`config.mk`:
```
export PLATFORM = sky130hd
export DESIGN_NAME = dual_path_xcvr
export DESIGN_NICKNAME = d
export VERILOG_FILES = /design/src/rtl/xcvr_pkg.sv /design/src/rtl/xcvr_edge_det.sv /design/src/rtl/xcvr_lane.sv /design/src/rtl/dual_path_xcvr.sv
export SDC_FILE = /design/constraint.sdc
export NUM_CORES = 1
export LEC_CHECK = 0
export ABC_CLOCK_PERIOD_IN_PS = 1300
export BUFFER_PORTS_ARGS = -buffer_cell sky130_fd_sc_hd__buf_4
export CORE_UTILIZATION = 46
export DETAILED_ROUTE_END_ITERATION = 10
export PLACE_DENSITY = 0.8
export RECOVER_POWER = 25
export SLEW_MARGIN = 30
export SYNTH_ARGS = -nofsm -noshare
export SYNTH_HDL_FRONTEND = slang
export SYNTH_SLANG_ARGS = --single-unit
export TNS_END_PERCENT = 100
```
`constraint.sdc`:
```
create_clock -name clk -period 1.3 [get_ports clk]
set_input_delay 0.195 -clock clk [delete_from_list [all_inputs] [get_ports clk]]
set_output_delay 0.195 -clock clk [all_outputs]
set_load 0.05 [all_outputs]
```
`src/rtl/xcvr_pkg.sv`:
```
package xcvr_pkg;
  localparam int unsigned XCVR_W = 18;

  typedef enum logic [1:0] {
    SRC_HOLD = 2'd0,
    SRC_PASS = 2'd1,
    SRC_EDGE = 2'd2
  } cap_src_e;
endpackage

```
`src/rtl/xcvr_edge_det.sv`:
```
module xcvr_edge_det (
  input  logic clk,
  input  logic rst,
  input  logic lvl,
  output logic rise
);
  logic lvl_q;

  always_ff @(posedge clk) begin
    if (rst) lvl_q <= 1'b0;
    else     lvl_q <= lvl;
  end

  assign rise = lvl & ~lvl_q;


  rise_needs_low_chk: assert property (@(posedge clk) disable iff (rst)
    rise |=> !$past(lvl, 2) || $past(rst, 2));
endmodule

```
`src/rtl/xcvr_lane.sv`:
```
module xcvr_lane
  import xcvr_pkg::*;
#(
  parameter int unsigned W = XCVR_W
) (
  input  logic         clk,
  input  logic         rst,
  input  logic [W-1:0] din,
  input  logic         pass,
  input  logic         tick,
  input  logic         tick_en_n,
  input  logic         drv_en_n,
  output logic [W-1:0] dout,
  output logic         drive
);
  localparam logic [W-1:0] ZERO = '0;

  logic     tick_rise;
  cap_src_e src;
  logic [W-1:0] store_q;
  logic         drive_q;

  xcvr_edge_det u_tick_det (
    .clk  (clk),
    .rst  (rst),
    .lvl  (tick),
    .rise (tick_rise)
  );

  always_comb begin
    if (pass)                         src = SRC_PASS;
    else if (tick_rise && !tick_en_n) src = SRC_EDGE;
    else                              src = SRC_HOLD;
  end

  always_ff @(posedge clk) begin
    if (rst) begin
      store_q <= ZERO;
    end else begin
      case (src)
        SRC_PASS, SRC_EDGE: store_q <= din;
        default:            store_q <= store_q;
      endcase
    end
  end

  always_ff @(posedge clk) begin
    if (rst) drive_q <= 1'b0;
    else     drive_q <= ~drv_en_n;
  end

  assign dout  = store_q;
  assign drive = drive_q;


  pass_follow_chk: assert property (@(posedge clk) disable iff (rst)
    pass |=> dout == $past(din));


  hold_idle_chk: assert property (@(posedge clk) disable iff (rst)
    (!pass && !tick_rise) |=> $stable(dout));


  edge_capture_chk: assert property (@(posedge clk) disable iff (rst)
    (!pass && tick_rise && !tick_en_n) |=> dout == $past(din));


  gated_edge_chk: assert property (@(posedge clk) disable iff (rst)
    (!pass && tick_en_n) |=> $stable(dout));


  drive_off_chk: assert property (@(posedge clk) disable iff (rst)
    drv_en_n |=> !drive);


  drive_on_chk: assert property (@(posedge clk) disable iff (rst)
    !drv_en_n |=> drive);


  reset_clear_chk: assert property (@(posedge clk)
    rst |=> (dout == ZERO) && !drive);
endmodule

```
`src/rtl/dual_path_xcvr.sv`:
```
module dual_path_xcvr
  import xcvr_pkg::*;
#(
  parameter int unsigned W = XCVR_W
) (
  input  logic         clk,
  input  logic         rst,
  input  logic [W-1:0] a_in,
  input  logic         ab_pass,
  input  logic         ab_tick,
  input  logic         ab_tick_en_n,
  input  logic         ab_drv_en_n,
  output logic [W-1:0] b_out,
  output logic         b_drive,
  input  logic [W-1:0] b_in,
  input  logic         ba_pass,
  input  logic         ba_tick,
  input  logic         ba_tick_en_n,
  input  logic         ba_drv_en_n,
  output logic [W-1:0] a_out,
  output logic         a_drive
);
  localparam int unsigned NPATH = 2;

  logic [NPATH-1:0][W-1:0] p_din, p_dout;
  logic [NPATH-1:0]        p_pass, p_tick, p_ten_n, p_den_n, p_drive;

  assign p_din[0]   = a_in;
  assign p_pass[0]  = ab_pass;
  assign p_tick[0]  = ab_tick;
  assign p_ten_n[0] = ab_tick_en_n;
  assign p_den_n[0] = ab_drv_en_n;
  assign p_din[1]   = b_in;
  assign p_pass[1]  = ba_pass;
  assign p_tick[1]  = ba_tick;
  assign p_ten_n[1] = ba_tick_en_n;
  assign p_den_n[1] = ba_drv_en_n;

  for (genvar g = 0; g < NPATH; g++) begin : g_path
    xcvr_lane #(.W(W)) u_lane (
      .clk       (clk),
      .rst       (rst),
      .din       (p_din[g]),
      .pass      (p_pass[g]),
      .tick      (p_tick[g]),
      .tick_en_n (p_ten_n[g]),
      .drv_en_n  (p_den_n[g]),
      .dout      (p_dout[g]),
      .drive     (p_drive[g])
    );
  end

  assign b_out   = p_dout[0];
  assign b_drive = p_drive[0];
  assign a_out   = p_dout[1];
  assign a_drive = p_drive[1];


  path_isolation_chk: assert property (@(posedge clk) disable iff (rst)
    (!ba_pass && ba_tick_en_n) |=> $stable(a_out));
endmodule

```
Word level (Yosys, flattened, before mapping)
Index checks and enable logic that the tools add are counted.
- ROM bits: 0
- RAM bits: 0
- bits in latches: 0
- memories: 0
- word-level logic and storage cells: 26
- output and inout bits: 38
- bits in registers: 40
- input bits: 46
- divide/modulo/power cells: 0
- $add $sub $neg: 0
- multiplexer cells: 4
- multipliers: 0
- reductions and logical operators: 6
- bitwise logic cells: 6
- shift-type cells: 0
- equality and inequality tests: 4
- $lt $le $gt $ge: 0
- operators by type and width (cell ; number):
    2-bit 2-to-1 mux ; 4
    2-bit by 1-bit equality test with 1-bit output (second input constant) ; 2
    2-bit equality test (second input constant) ; 2
    1-bit inverter ; 4
    2-bit OR reduction ; 2
    1-bit bitwise AND ; 2
    1-bit logical AND ; 2
    1-bit zero test ; 2

Depth between registers and ports, before layout
- depth after elaboration: 7
- depth in mapped cells: 5
- mapped depth without buffers: 3

Modules after synthesis
From an unflattened synthesis, not the netlist that was laid out.
- cell total of the unflattened synthesis: 170
- area total of the unflattened synthesis: 1794.2 µm²
- by module, submodules not included (module ; cells each ; seq. area each (µm²) ; area each (µm²) ; times used):
    xcvr_lane ; 82 ; 380.4 ; 849.6 ; 2
    xcvr_edge_det ; 3 ; 20.0 ; 47.5 ; 2

Least setup slack after synthesis
OpenSTA, ideal clock, no wires.
- path type: reg-to-reg
- start point: register g_path[0].u_lane.u_tick_det.lvl_q
- end point: register g_path[0].u_lane.store_q[10]
- clock period less this slack: 1000 ps
- setup slack: 300 ps
- setup time: 72 ps
- cell stages (with the launch flop): 6
- data required time: 1228 ps
- data arrival time: 928 ps
- path buffers: 2
- path through: dfxtp_1 > nor2_2 > a21oi_2 > buf_6 > buf_12 > mux2i_1
- cells in the longest elaborated chain, start to end: 7
- elaborated cells on any way between the ends: 8
- classes of those cells: 2 x eq/ne; 2 x mux; 2 x bitwise; 2 x reduce/logical
- ends and longest elaborated chain (what ; RTL line ; RTL):
    start, declared ; xcvr_edge_det.sv:7 ; logic lvl_q;
    start signal, assigned ; xcvr_edge_det.sv:11 ; else lvl_q <= lvl;
    1-bit inverter (*) ; xcvr_edge_det.sv:14 ; assign rise = lvl & ~lvl_q;
    1-bit bitwise AND (*) ; xcvr_edge_det.sv:14 ;
    1-bit logical AND (*) ; xcvr_lane.sv:32 ; else if (tick_rise && !tick_en_n) src = SRC_EDGE;
    2-bit 2-to-1 mux (*) ; xcvr_lane.sv:32 ;
    2-bit 2-to-1 mux (*) ; xcvr_lane.sv:31 ; if (pass) src = SRC_PASS;
    2-bit by 1-bit equality test with 1-bit output or 2-bit equality test (tied branches) ; xcvr_lane.sv:40 ; case (src)
    2-bit OR reduction (*) ; xcvr_lane.sv:40 ;
    end signal, assigned ; xcvr_lane.sv:41 ; SRC_PASS, SRC_EDGE: store_q <= din;
    end signal, assigned ; xcvr_lane.sv:42 ; default: store_q <= store_q;
    end, declared ; xcvr_lane.sv:20 ; logic [W-1:0] store_q;
Every way passes the cells marked *; elsewhere a longest branch is shown, timed or not.
A chain may end at the register's enable or synchronous reset.

Final worst setup path
- start point: register g_path[0].u_lane.u_tick_det.lvl_q
- end point: register g_path[0].u_lane.store_q[9]
The elaborated chain is that of the path after synthesis.

==> reports/summary.json <==
{
  "status": {
    "outcome": "complete, no violations"
  },
  "sta": {
    "grt_setup_unrepaired": "no",
    "final.setup.tns_ns": 0,
    "final-max-slew-violation-count": 0,
    "slew_headroom": 0.679,
    "timing.final.crit_share": 0.857,
    "finClkSkew_ns": 0.00624,
    "tightestPinTransition_ns": 0.482,
    "finalHoldViolCount": 0,
    "time_the_worst_path_needs_with_i_o_delays_and_setup_ns": 1.11,
    "timing.fmax_ghz": 0.898,
    "final-setup-viol-count": 0
  },
  "grt": {
    "first_global_vias": 1379,
    "pin_count_of_the_biggest_net_entering_global_routing": 41,
    "globalRouteMet1Util": 0.202,
    "grt.total_usage": 0.183,
    "met3_use_gr": 0.0696,
    "initial_antenna_violation_count": 0,
    "grt-busiest-layer": "met2",
    "grt_pass1_wl_um": 5770,
    "grt_use_met2": 0.315,
    "overall_overflow_remaining_after_global_route": 0
  },
  "synthesis": {
    "synth_sequential_area_ratio": 0.455,
    "synth_largest_type_area_fraction": 0.455,
    "synthCells": 168,
    "synth-adder-area-share": 0,
    "synth_area_leader_cell": "sky130_fd_sc_hd__dfxtp_1",
    "netlist-cell-type-count": 11,
    "yosys_register_bits": 40,
    "synth_top_family_by_area": "simple AND/OR/NAND/NOR gates",
    "syn-mean-instance-area_um2": 10.5,
    "post_synthesis_share_of_cell_area_spent_on_xor_and_xnor_gates": 0,
    "yosys_warnings": 0,
    "synth_fp_nets": 214,
    "synth_compound_area_frac": 0.00996,
    "post_synth_mux_area_share": 0.205,
    "synth-simple-area-share": 0.275,
    "synth.top_cells.by_area": "sky130_fd_sc_hd__dfxtp_1 46%, sky130_fd_sc_hd__nand2b_1 26%, sky130_fd_sc_hd__mux2i_1 20%, sky130_fd_sc_hd__buf_12 2.3%, sky130_fd_sc_hd__buf_6 1.3%",
    "post_synthesis_instance_area_um2": 1760
  },
  "drt": {
    "drt-pass1-iter-count": 4,
    "detailedRoute.firstIterationViolations": 72,
    "drcViolationCount": 0,
    "post_drt_via_cell_ratio": 4.53,
    "route.antenna.remaining_nets": 0,
    "routed-via-count": 1354,
    "drt_wl_total_um": 3400,
    "avgRoutedWirePerCell_um": 11.4
  },
  "layout": {
    "fillCellCount": 329,
    "antenna_cells_inserted": 0,
    "finalNetCount": 296,
    "layout-drive-gt1-share": 0.386,
    "area_growth_from_synthesis_to_layout_pct": 41.6,
    "post_layout_nonfiller_instances": 299,
    "finish.utilization": 0.680
  },
  "critical_path": {
    "worst_ep_arrival_time_ns": 1.33,
    "critPathCaptureType": "flop",
    "start_kind": "flop",
    "worst-setup-path-type": "reg2reg",
    "data_required_time_at_the_worst_endpoint_ns": 1.51,
    "cp_max_fo": 18
  },
  "die": {
    "floorplan.core_area_um2": 3660,
    "die_h_um": 63.8,
    "die_w_um": 63.8,
    "ios": 84,
    "floorplan.die_area_um2": 4080,
    "row_count": 22,
    "initial_core_util": 0.481
  },
  "clock_network": {
    "post_cts_hold_buffer_count": 0,
    "clkLatencyLatePin_ns": 0.29,
    "numCtsBuffers": 5,
    "cts.repair.resized": 0,
    "tritoncts_clock_tree": "built",
    "cts.sink_count": 40,
    "clock_root_buffer_master": "sky130_fd_sc_hd__clkbuf_8",
    "htreeDepth": 2,
    "clk_transition_reported_paths_ns": 0.08,
    "post-cts-setup-buffer-count": 0,
    "cts_buffer_depth": 2
  },
  "power": {
    "seq_power_share": 0.437,
    "switch_pwr_uw": 912,
    "powerDensity_nw_per_um2": 1240,
    "power_frac_comb": 0.243,
    "peakVddDrop_mv": 0.982,
    "power.share.clock": 0.320,
    "p_int_uw": 2190,
    "p_leak_uw": 0.00116,
    "netSwitchingFraction": 0.294,
    "post-layout-total-power_uw": 3100
  },
  "place": {
    "hpwl_um": 2480,
    "post-place-cells": 291,
    "place.port_buffers": 83,
    "finalWeightedCongestion": 0.642
  },
  "flow_run": {
    "count_of_max_cap_constraint_violations": 0
  },
  "min_path": {
    "min-delay-path-class": "in2reg"
  }
}
-- final timing paths --
check                                               startpoint  depth (start not counted)                                     end  slack, ns
hold / removal                                     ba_drv_en_n                          2       g_path[1].u_lane.drive$_SDFF_PP0_       0.04
setup reg to reg  g_path[0].u_lane.u_tick_det.lvl_q$_SDFF_PP0_                          4   g_path[0].u_lane.dout[9]$_SDFFE_PP0P_       0.19
setup / recovery  g_path[0].u_lane.u_tick_det.lvl_q$_SDFF_PP0_                          4   g_path[0].u_lane.dout[9]$_SDFFE_PP0P_       0.19
hold reg to reg         g_path[0].u_lane.dout[14]$_SDFFE_PP0P_                          2  g_path[0].u_lane.dout[14]$_SDFFE_PP0P_       0.48
-- placed cells by master (no fill, tap or decap) --
cell,count
sky130_fd_sc_hd__nor2b_1,2
sky130_fd_sc_hd__buf_4,79
sky130_fd_sc_hd__clkinv_2,1
sky130_fd_sc_hd__clkbuf_4,1
sky130_fd_sc_hd__nor2_1,2
sky130_fd_sc_hd__a21oi_1,2
sky130_fd_sc_hd__nor2_2,2
sky130_fd_sc_hd__nand2b_1,72
sky130_fd_sc_hd__dfxtp_1,40
sky130_fd_sc_hd__clkbuf_8,5
sky130_fd_sc_hd__bufinv_16,1
sky130_fd_sc_hd__buf_12,2
sky130_fd_sc_hd__mux2i_1,36
sky130_fd_sc_hd__clkinvlp_4,1
sky130_fd_sc_hd__clkbuf_2,5
-- synthesized netlist by cell type (all sizes together) --
| cell type | count |
|---|---|
| nand2b | 72 |
| dfxtp | 40 |
| mux2i | 36 |
| buf | 8 |
| clkbuf | 4 |
| nor2 | 4 |
| a21oi | 2 |
| nor2b | 2 |
-- area by class of cell --
class | instances | area, µm² | area share
multi-input cells | 116 | 853 | 0.343
flip-flops and latches | 40 | 801 | 0.321
repair buffers | 87 | 666 | 0.267
clock buffers | 5 | 68.8 | 0.0276
well taps | 48 | 60.1 | 0.0241
clock inverters | 3 | 42.5 | 0.0171
-- worst max-delay path, stage by stage, from the launching register on --
cell and delay, ns:
sky130_fd_sc_hd__dfxtp_1 0.33, sky130_fd_sc_hd__nor2_2 0.04, sky130_fd_sc_hd__a21oi_1 0.23, sky130_fd_sc_hd__buf_12 0.22, sky130_fd_sc_hd__mux2i_1 0.21
-- power groups by stage --
stage / registers, µW / logic, µW / clock network [µW]
after floorplan: 1670 / 224 / 0
after detailed placement: 1380 / 770 / 0
after global routing: 1360 / 800 / 1080
final: 1350 / 754 / 992
after CTS: 1360 / 771 / 1020
after global placement: 1380 / 762 / 0
-- routing by layer --
metal | up-vias | part of all wire
li1 | 696 | -
met3 | 4 | 0.083
met1 | 600 | 0.43
met4 | 0 | 0.011
met5 | - | 0
met2 | 54 | 0.47
-- kinds of logic (layout without fill, tap and decap cells) --
| group | after synthesis | in the layout |
|---|---|---|
| buffers and inverters | 12 | 95 |
| DFF | 40 | 40 |
| and+or+nand+nor | 78 | 78 |
| AOI/OAI and AO/OA | 2 | 2 |
| muxes | 36 | 36 |
-- through the flow --
stage	hold WS, ns	setup WS, ns	instance area, µm²
final	0.0447	0.186	2490
after global routing	0.0369	0.110	2490
after CTS	0.0367	0.240	2510
after detailed placement	0.350	0.265	2400
after global placement	0.346	0.321	2400
after floorplan	0.262	0.300	1760
-- sequential cells by signal (all words and copies together) (netlist names) --
signal / cells
g_path.u_lane.dout: 36
g_path.u_lane.u_tick_det.lvl_q: 2
g_path.u_lane.drive: 2
Power figures use the tool's default switching activity.
